===== config.mk =====
export PLATFORM = sky130hd
export DESIGN_NAME = svc_sched
export DESIGN_NICKNAME = d
export VERILOG_FILES = /design/src/rtl/svc_sched_pkg.sv /design/src/rtl/svc_sched_pend.sv /design/src/rtl/svc_sched_arb.sv /design/src/rtl/svc_sched.sv
export SDC_FILE = /design/constraint.sdc
export NUM_CORES = 1
export LEC_CHECK = 0
export ABC_AREA = 1
export BUFFER_PORTS_ARGS = -buffer_cell sky130_fd_sc_hd__buf_2
export CAP_MARGIN = 0
export CORE_UTILIZATION = 47
export CTS_CLUSTER_DIAMETER = 60
export DETAILED_ROUTE_END_ITERATION = 16
export GPL_TIMING_DRIVEN = 0
export PLACE_DENSITY_LB_ADDON = 0.3
export SKIP_CTS_REPAIR_TIMING = 1
export SLEW_MARGIN = 30
export SYNTH_ARGS = -nofsm -noshare
export SYNTH_HDL_FRONTEND = slang
export SYNTH_SLANG_ARGS = --single-unit

===== constraint.sdc =====
create_clock -name clk -period 2.64 [get_ports clk]
set_input_delay 0 -clock clk [delete_from_list [all_inputs] [get_ports clk]]
set_output_delay 0 -clock clk [all_outputs]
set_load 0.02 [all_outputs]

===== src/rtl/svc_sched_pkg.sv =====
package svc_sched_pkg;
    localparam int NSRC = 4;
    localparam int PW   = 2;

    localparam int RSN_HOST    = 0;
    localparam int RSN_LINK    = 1;
    localparam int RSN_MATCH   = 2;
    localparam int RSN_CAPTURE = 3;

    typedef enum logic [PW-1:0] {
        LVL_OFF  = 2'b00,
        LVL_LOW  = 2'b01,
        LVL_MID  = 2'b10,
        LVL_HIGH = 2'b11
    } lvl_e;

    localparam int NLVL = (1 << PW) - 1;
endpackage


===== src/rtl/svc_sched_pend.sv =====
module svc_sched_pend
    import svc_sched_pkg::*;
#(
    parameter int NCH  = 16,
    parameter int CH_W = $clog2(NCH)
) (
    input  logic                   clk,
    input  logic                   rst_n,
    input  logic [NCH*NSRC-1:0]    req_in,
    input  logic [NCH*PW-1:0]      prio_in,
    input  logic                   clr_en,
    input  logic [CH_W-1:0]        clr_ch,
    input  logic [NSRC-1:0]        clr_mask,
    output logic [NCH*NSRC-1:0]    pend_o,
    output logic [NCH*NSRC-1:0]    req_ok_o
);
    typedef struct packed {
        logic [NCH-1:0][NSRC-1:0] pend;
    } pend_st_t;

    pend_st_t st_d, st_q;
    logic [NCH-1:0][NSRC-1:0] req_ok;

    // Requests of disabled channels are dropped before latching.
    generate
        for (genvar c = 0; c < NCH; c++) begin : g_gate
            assign req_ok[c] = (prio_in[c*PW +: PW] == LVL_OFF) ? '0
                                                                  : req_in[c*NSRC +: NSRC];
            assign pend_o[c*NSRC +: NSRC]   = st_q.pend[c];
            assign req_ok_o[c*NSRC +: NSRC] = req_ok[c];
        end
    endgenerate

    always_comb begin
        st_d = st_q;
        for (int c = 0; c < NCH; c++) begin
            if (clr_en && (clr_ch == CH_W'(c))) begin
                st_d.pend[c] = st_d.pend[c] & ~clr_mask;
            end
            // A cause arriving in the clear cycle wins over the clear.
            st_d.pend[c] = st_d.pend[c] | req_ok[c];
        end
    end

    always_ff @(posedge clk or negedge rst_n) begin
        if (!rst_n) begin
            st_q <= '0;
        end else begin
            st_q <= st_d;
        end
    end

    generate
        for (genvar c = 0; c < NCH; c++) begin : g_chk
            // a disabled channel gains no new pending bits
            p_off_no_gain_r3: assert property (@(posedge clk) disable iff (!rst_n)
                (prio_in[c*PW +: PW] == LVL_OFF)
                |=> ((st_q.pend[c] & ~$past(st_q.pend[c])) == '0));
            // served bits are gone unless re-raised that cycle
            p_clear_r9: assert property (@(posedge clk) disable iff (!rst_n)
                (clr_en && (clr_ch == CH_W'(c)) && (req_ok[c] == '0))
                |=> ((st_q.pend[c] & $past(clr_mask)) == '0));
            // with no clear, pending bits never drop
            p_sticky_r2: assert property (@(posedge clk) disable iff (!rst_n)
                !(clr_en && (clr_ch == CH_W'(c)))
                |=> ((~st_q.pend[c] & $past(st_q.pend[c])) == '0));
        end
    endgenerate
endmodule


===== src/rtl/svc_sched_arb.sv =====
module svc_sched_arb
    import svc_sched_pkg::*;
#(
    parameter int NCH  = 16,
    parameter int CH_W = $clog2(NCH)
) (
    input  logic                clk,
    input  logic                rst_n,
    input  logic [NCH*NSRC-1:0] pend_in,
    input  logic [NCH*PW-1:0]   prio_in,
    output logic                win_vld,
    output logic [CH_W-1:0]     win_ch,
    output logic [NSRC-1:0]     win_why
);
    logic [NLVL-1:0][NCH-1:0]  elig;
    logic [NLVL-1:0]           lvl_any;
    logic [NLVL-1:0][CH_W-1:0] lvl_ch;

    // One lowest-index finder per level, all working in parallel.
    generate
        for (genvar l = 0; l < NLVL; l++) begin : g_lvl
            for (genvar c = 0; c < NCH; c++) begin : g_ch
                assign elig[l][c] = (pend_in[c*NSRC +: NSRC] != '0)
                                 && (prio_in[c*PW +: PW] == PW'(l + 1));
            end
            assign lvl_any[l] = |elig[l];
            always_comb begin
                lvl_ch[l] = '0;
                for (int c = NCH - 1; c >= 0; c--) begin
                    if (elig[l][c]) begin
                        lvl_ch[l] = CH_W'(c);
                    end
                end
            end
        end
    endgenerate

    // Highest non-empty level selects its finder.
    always_comb begin
        win_vld = 1'b0;
        win_ch  = '0;
        for (int l = 0; l < NLVL; l++) begin
            if (lvl_any[l]) begin
                win_vld = 1'b1;
                win_ch  = lvl_ch[l];
            end
        end
    end

    always_comb begin
        win_why = '0;
        for (int c = 0; c < NCH; c++) begin
            if (win_ch == CH_W'(c)) begin
                win_why = pend_in[c*NSRC +: NSRC];
            end
        end
    end

    // a winner is always enabled
    p_win_enabled_r3: assert property (@(posedge clk) disable iff (!rst_n)
        win_vld |-> (prio_in[win_ch*PW +: PW] != LVL_OFF));
    // a winner always has a latched reason
    p_win_reason_r2: assert property (@(posedge clk) disable iff (!rst_n)
        win_vld |-> (win_why != '0));
endmodule


===== src/rtl/svc_sched.sv =====
module svc_sched
    import svc_sched_pkg::*;
#(
    parameter int NCH = 16,
    localparam int CH_W = $clog2(NCH)
) (
    input  logic                clk,
    input  logic                rst_n,
    input  logic [NCH*NSRC-1:0] req_in,
    input  logic [NCH*PW-1:0]   prio_in,
    input  logic                eng_ready,
    input  logic                eng_done,
    output logic                grant_valid,
    output logic [CH_W-1:0]     grant_chan,
    output logic [NSRC-1:0]     grant_why
);
    typedef struct packed {
        logic            busy;
        logic            gv;
        logic [CH_W-1:0] gch;
        logic [NSRC-1:0] gwhy;
        logic [NSRC-1:0] rearm;
    } ctl_st_t;

    ctl_st_t st_d, st_q;

    logic [NCH*NSRC-1:0] pend;
    logic [NCH*NSRC-1:0] req_ok;
    logic                win_vld;
    logic [CH_W-1:0]     win_ch;
    logic [NSRC-1:0]     win_why;
    logic                clr_en;
    logic [NSRC-1:0]     clr_mask;
    logic [NSRC-1:0]     req_srv;
    logic [NSRC-1:0]     req_win;

    svc_sched_pend #(.NCH(NCH), .CH_W(CH_W)) u_pend (
        .clk      (clk),
        .rst_n    (rst_n),
        .req_in   (req_in),
        .prio_in  (prio_in),
        .clr_en   (clr_en),
        .clr_ch   (st_q.gch),
        .clr_mask (clr_mask),
        .pend_o   (pend),
        .req_ok_o (req_ok)
    );

    svc_sched_arb #(.NCH(NCH), .CH_W(CH_W)) u_arb (
        .clk     (clk),
        .rst_n   (rst_n),
        .pend_in (pend),
        .prio_in (prio_in),
        .win_vld (win_vld),
        .win_ch  (win_ch),
        .win_why (win_why)
    );

    // Causes arriving now for the served channel and for the winner.
    always_comb begin
        req_srv = '0;
        req_win = '0;
        for (int c = 0; c < NCH; c++) begin
            if (st_q.gch == CH_W'(c)) req_srv = req_ok[c*NSRC +: NSRC];
            if (win_ch == CH_W'(c))   req_win = req_ok[c*NSRC +: NSRC];
        end
    end

    assign clr_mask = st_q.gwhy & ~st_q.rearm;

    always_comb begin
        st_d    = st_q;
        st_d.gv = 1'b0;
        clr_en  = 1'b0;
        if (st_q.busy) begin
            st_d.rearm = st_q.rearm | req_srv;
            if (eng_done) begin
                st_d.busy = 1'b0;
                clr_en    = 1'b1;
            end
        end else if (eng_ready && win_vld) begin
            st_d.busy  = 1'b1;
            st_d.gv    = 1'b1;
            st_d.gch   = win_ch;
            st_d.gwhy  = win_why;
            st_d.rearm = req_win;
        end
    end

    always_ff @(posedge clk or negedge rst_n) begin
        if (!rst_n) begin
            st_q <= '0;
        end else begin
            st_q <= st_d;
        end
    end

    assign grant_valid = st_q.gv;
    assign grant_chan  = st_q.gch;
    assign grant_why   = st_q.gwhy;

    // the strobe lasts one cycle
    p_strobe_one_r6: assert property (@(posedge clk) disable iff (!rst_n)
        grant_valid |=> !grant_valid);
    // a grant follows a sampled ready
    p_after_ready_r6: assert property (@(posedge clk) disable iff (!rst_n)
        grant_valid |-> $past(eng_ready));
    // outputs hold between grants
    p_hold_r7: assert property (@(posedge clk) disable iff (!rst_n)
        !grant_valid |-> ($stable(grant_chan) && $stable(grant_why)));
    // no grant while a service is open
    p_one_at_a_time_r8: assert property (@(posedge clk) disable iff (!rst_n)
        (st_q.busy && !eng_done) |=> !grant_valid);
endmodule


After elaboration in Yosys (flattened, before gate mapping)
Index checks and enable logic that the tools add are counted.
W data, S select, Z words.
Storage, ports and cells
  input port bits: 100
  output and inout bits: 9
  flip-flop bits (word level): 78
  word-level logic and storage cells: 381
Operators by class
  bitwise logic cells: 37
  muxes and demuxes: 141
  reduce and logical (&&, ||, !) cells: 104
  eq/ne operators: 78
Operator list (number)
  $mux W4: 132
  $and A4 B4 Y4: 17
  $or A4 B4 Y4: 17
  $logic_and A1 B1 Y1: 65
  $eq A2 B2 Y1 const B: 32
  $eq A4 B4 Y1 const B: 16
  $reduce_bool A4 Y1: 16
  $reduce_or A16 Y1: 3
  $eq A2 B1 Y1 const B: 16
  $eq A4 B3 Y1 const B: 8
  $logic_not A2 Y1: 16
  $eq A4 B2 Y1 const B: 4
  $mux W14: 1
  $mux W9: 1
  $eq A4 B1 Y1 const B: 2
  $logic_not A4 Y1: 2
  $not A4 Y4: 2
  $mux W1: 7
  $reduce_and A2 Y1: 1
  $reduce_bool A2 Y1: 1
  $not A1 Y1: 1

Logic depth before layout (Yosys ltp)
  word-level depth: 40
  mapped depth: 36
  gate-level depth less buffers: 36

Cells and area by module
From an unflattened synthesis, not the netlist that was laid out.
Unflattened totals
  cells, all modules: 1253
  area total of the unflattened synthesis: 7171.9 µm²
By module, submodules not included
  svc_sched_pend: times used 1, seq. area each 1601.5 µm², cells an instance 476, area each 3454.6 µm²
  svc_sched: times used 1, seq. area each 350.3 µm², cells an instance 373, area each 1898.1 µm²
  svc_sched_arb: times used 1, seq. area each 0.0 µm², cells an instance 404, area each 1819.2 µm²

Least setup slack after synthesis
Ideal clock, no wire load.
  kind: reg-to-reg
  from: register u_pend.st_q (netlist bit u_pend.pend_o[34])
  to: register st_q (netlist bit grant_why[2])
  period minus slack after synthesis: 2603 ps
  arrival time: 2486 ps
  buffers on the path: 1
  cell stages (with the launch flop): 25
  slack: 37 ps
  setup time: 116 ps
  data required time: 2524 ps
  path through: dfrtp_1 -> nor2_2 -> nand3_2 -> nand3_2 -> nand2_2 -> nor2_2 -> nand4_2 -> nor2_2 -> nand2_2 -> nor2_2 -> nand3_1 -> nand2_1 -> nand2_2 -> nand2_8 -> inv_6 -> buf_6 -> nor2_4 -> nand2_2 -> or2_0 -> nand2_1 -> nand4_1 -> nor3_2 -> nand4_1 -> nand2_1 -> nand2_1
Between the ends
  longest elaborated chain between the ends: 31
  elaborated cells between the ends (all ways): 74
  those cells by class: eq/ne: 15; mux: 49; reduce/logical: 10
RTL lines
  start: declaration: RTL line svc_sched_pend.sv:21  | pend_st_t st_d, st_q;
  start signal: assignment: RTL line svc_sched_pend.sv:49  | st_q <= st_d;
  $reduce_bool A4 Y1: RTL line svc_sched_arb.sv:23  | assign elig[l][c] = (pend_in[c*NSRC +: NSRC] != '0)
  $logic_and A1 B1 Y1: RTL line svc_sched_arb.sv:24  | && (prio_in[c*PW +: PW] == PW'(l + 1));
  $mux W4 (9 in a row): RTL line svc_sched_arb.sv:30  | if (elig[l][c]) begin
  $mux W4 (3 in a row): RTL line svc_sched_arb.sv:43  | if (lvl_any[l]) begin
  $logic_not A4 Y1: RTL line svc_sched_arb.sv:53  | if (win_ch == CH_W'(c)) begin
  $mux W4 (16 in a row): RTL line svc_sched_arb.sv:53
  end signal: assignment: RTL line svc_sched.sv:94  | st_q <= st_d;
  end: declaration: RTL line svc_sched.sv:25  | ctl_st_t st_d, st_q;
Several ways; a longest one is shown, not always the timed one.
A chain may end at the register's enable or synchronous reset.

Worst setup path in the final report
  from: register u_pend.st_q (netlist bit u_pend.pend_o[15])
  to: register st_q (netlist bit grant_why[0])
Between the ends
  longest elaborated chain between the ends: 26
  elaborated cells between the ends (all ways): 59
  those cells by class: eq/ne: 15; mux: 34; reduce/logical: 10
RTL lines (RTL line)
  $reduce_bool A4 Y1 (*): svc_sched_arb.sv:23
  $logic_and A1 B1 Y1: svc_sched_arb.sv:24
  $mux W4 (4 in a row): svc_sched_arb.sv:30
  $mux W4 (3 in a row): svc_sched_arb.sv:43
  $logic_not A4 Y1: svc_sched_arb.sv:53
  $mux W4 (16 in a row): svc_sched_arb.sv:53
Mark *: on every way between the ends. The rest lies on a longest branch, timed or not.

==> key figures <==
Status
  • Status: finished, violations left
  • Failing checks: negative hold slack, negative setup slack

Worst setup path
  • Max FO, Critical Path: 10
  • Worst setup EP type: flop
  • WS Path Type: flop to flop
  • Arr. time, crit path: approximately 3700 ps
  • Worst Path Required: 2890 ps
  • Most common cell on crit path: nand2_1
  • Crit-path slowest cell: dfrtp_1
  • CP startpoint kind: flop
  • Delay of the slowest cell on the worst path: just over 400 ps
  • Crit-path cells: nor2_1, nand2_1, nand3_1, nand2_1, nor3_2, nand2_1, nor2_4, buf_4, nand2_2, nand2_8, inv_6, buf_6, nand4_4, nor2_1, nor2_1, nand3_1, nor2_2, nand4_1, nand2_1, nand3_1, nand2_1, nand4_1, nand2_1, nand2_1

Floorplanning
  • Die Wd: between 100 and 150 um
  • Row count: 42
  • Num ports: 109
  • Initial Util: 48.3%
  • Floorplan core area: 13200 um2
  • Die height: 119 um
  • Die Area: around 14000 um2

GRT
  • Met1 Usage GRT: 41.5%
  • Largest net degree at the start of global routing: 46
  • Gr busiest metal: met2
  • Antenna violations before repair: 0
  • Total GRT Usage: about a third
  • Gr ovfl total: 0
  • GR Util met2: a little over half
  • First-pass GRT wire length: 34.8 mm
  • Routing usage on met3: 6.85%
  • Vias in the first global route: 6727

Logic synthesis
  • Yosys reg bits: 78
  • FFs w/ async S/R, synth: 100%
  • Sequential fraction of the synthesis area: 30.5%
  • EDFF count, synth: 0
  • Post-Synthesis Cells: 1037
  • Syn Nets: about 1100
  • Mapped Area: 6390 um2
  • Top FF cell, synth: dfrtp_1
  • Synth Area per Inst: between 6 and 7 um2
  • Yosys warning count: 0
  • Synth unique cells: 44

Drt
  • Avg Vias per Cell: 5.48
  • Post-DRT Antenna Nets: 0
  • DRT iter0 DRCs: 713
  • Final wirelength: 22.7 mm
  • Vias: roughly 7600
  • Drt pass-1 iters: 5
  • Post-DR wirelength/cell: between 15 and 20 um
  • Drc violations: 0

Power and ir drop
  • Pwr/cell area: 540 nW/um2
  • VDD IR-drop max: 0.470 mV
  • Leak Pwr: 3.80 nW

Placement
  • Pre-CTS setup slack: -785 ps
  • Placed Cells incl. Taps: roughly 1300
  • DP Wirelength: roughly 18 mm
  • Placed cell area: 7190 um2
  • Final GP Congestion: 0.980
  • PortBufs: 108

STA
  • Post-route minimum period: 3430 ps
  • Final worst slack: -789 ps
  • Max Clock Freq: between 200 and 300 MHz
  • Worst slew margin relative to its limit: approximately two fifths
  • Fin Hold WS: -33.3 ps
  • Unrepaired setup endpoints after global routing: yes
  • Final count of pins violating max slew: 0
  • Clock Skews: 5.10 ps
  • TNS Setup: -5320 ps
  • # setup viols final: 8
  • Period utilization: 130%
  • Final count of hold timing violations: 10
  • Slew @ Worst Pin: just under 900 ps

Clocking
  • CTS root buffer: clkbuf_16
  • TritonCTS clock tree: done
  • CTS H-Tree Depth: 3
  • CTS Buf Count: 9
  • Clock transition at path regs: 60 ps
  • Bufs on Longest Clock Path: 2
  • Clk Latency, worst-skew pair: 360 ps
  • CTS Sinks: 78

Finish
  • Area grow syn2layout: 26.2%
  • NumNets Final: between 1000 and 1500
  • Layout fillers: about 1300
  • Final Instance Area: just over 8000 um2
  • Diode count: 0
  • Fraction of layout cells with a size suffix above 1: about 22%
  • Final std cells w/o fill: ~1400

Flow run
  • Max Cap Violations: 0

Min path
  • Worst hold path class: input pin to flop
## cell usage after synthesis (all sizes together), types with 3 or more instances
master	number	area, um2
clkbuf	6	22.5
nand2	332	1310
o21ai	154	771
dfrtp	78	1950
nand4	28	194
nor2	143	607
a21oi	30	158
nor3	20	131
nor4	3	18.8
o22ai	4	25.0
buf	11	87.6
o211ai	4	30.0
a2111oi	3	26.3
nand3	52	318
or2	14	87.6
inv	137	519
## kinds of logic (layout without fill, tap and decap cells)
| logic type | count (synthesis) | count (layout) | share of synthesized area (%) |
|---|---|---|---|
| AOI/OAI and AO/OA | 211 | 211 | 17.7 |
| buffers and inverters | 156 | 327 | 9.96 |
| DFF | 78 | 78 | 30.5 |
| and+or+nand+nor | 592 | 592 | 41.8 |
## power by group
| group | leakage (nW) | internal [W] | total [W] | switching, W |
|---|---|---|---|---|
| Combinational | 2.94 | 0.000555 | 0.00177 | 0.00121 |
| Sequential | 0.733 | 0.00129 | 0.00138 | 0.0000847 |
| Clock | 0.132 | 0.000667 | 0.00121 | 0.000545 |
| Total | 3.80 | 0.00252 | 0.00436 | 0.00184 |
## layout make-up
cell class | instances | area (um2) | area share, %
timing repair buffer | 155 | 993 | 12.3
buffer | 17 | 116 | 1.44
clock buffer | 10 | 239 | 2.96
clock inverter | 6 | 45.0 | 0.558
multi-input combinational | 803 | 3970 | 49.3
tap | 176 | 220 | 2.73
inverter | 139 | 527 | 6.53
sequential | 78 | 1950 | 24.2
## worst paths after layout
path                              startpoint                 to  slack [ps]  cells past startpoint
max                        u_pend.pend_o[15]       grant_why[0]        -790                     24
min                               req_in[26]  u_pend.pend_o[26]         -30                      3
max reg2reg                u_pend.pend_o[15]       grant_why[0]        -790                     24
min reg2reg                 u_pend.pend_o[1]   u_pend.pend_o[1]         500                      2
max in group asynchronous              rst_n  u_pend.pend_o[58]        2010                      3
min in group asynchronous              rst_n  u_pend.pend_o[19]         100                      2
## worst max-delay path: cells and delay by family (launching register included)
kind,cells,cell delay (ps)
buffers and inverters,3,310
DFF,1,410
and+or+nand+nor,21,2600
## metrics by stage
| step | hold slack [ps] | power, W | util (%) |
|---|---|---|---|
| global route | -0.350 | 0.00456 | 60.9 |
| floorplan | -296 | 0.00234 | - |
| global placement | 269 | 0.00298 | 54.0 |
| CTS | -463 | 0.00420 | 56.4 |
| detailed placement | -87.8 | 0.00300 | 54.3 |
| finish | -33.3 | 0.00436 | 60.9 |
## metal layers
metal / part of all wire (%) / vias to the layer above / wire, um
met5: 0 / - / 0
met4: 3.6 / 0 / 818
met3: 7.5 / 59 / 1710
met2: 48 / 357 / 10800
met1: 41 / 3468 / 9350
li1: - / 3697 / -
## state kept, by name, summed over array words and instances (netlist names)
name	flops
u_pend.pend_o	64
grant_why	4
grant_chan	4
grant_valid	1
st_q	5
## cell usage in the layout, fill, tap and decap left out, drive strengths merged
| master | synthesis | final |
|---|---|---|
| inv | 137 | 139 |
| a31oi | 2 | 2 |
| nor2 | 143 | 143 |
| a211oi | 2 | 2 |
| nand2 | 332 | 332 |
| o2111ai | 2 | 2 |
| dlygate4sd3 | 0 | 23 |
| o21bai | 2 | 2 |
| nor4 | 3 | 3 |
| o22ai | 4 | 4 |
| nor3 | 20 | 20 |
| o21ai | 154 | 154 |
| buf | 11 | 142 |
| a2111oi | 3 | 3 |
| nand3 | 52 | 52 |
| o31ai | 2 | 2 |
| a21oi | 30 | 30 |
| o211ai | 4 | 4 |
| nand4 | 28 | 28 |
| a41oi | 2 | 2 |
| clkbuf | 6 | 17 |
| dfrtp | 78 | 78 |
| clkinvlp | 0 | 3 |
| clkinv | 2 | 3 |
| o221ai | 1 | 1 |
| o311ai | 1 | 1 |
| a22oi | 2 | 2 |
| or2 | 14 | 14 |
Power figures use the tool's default switching activity.
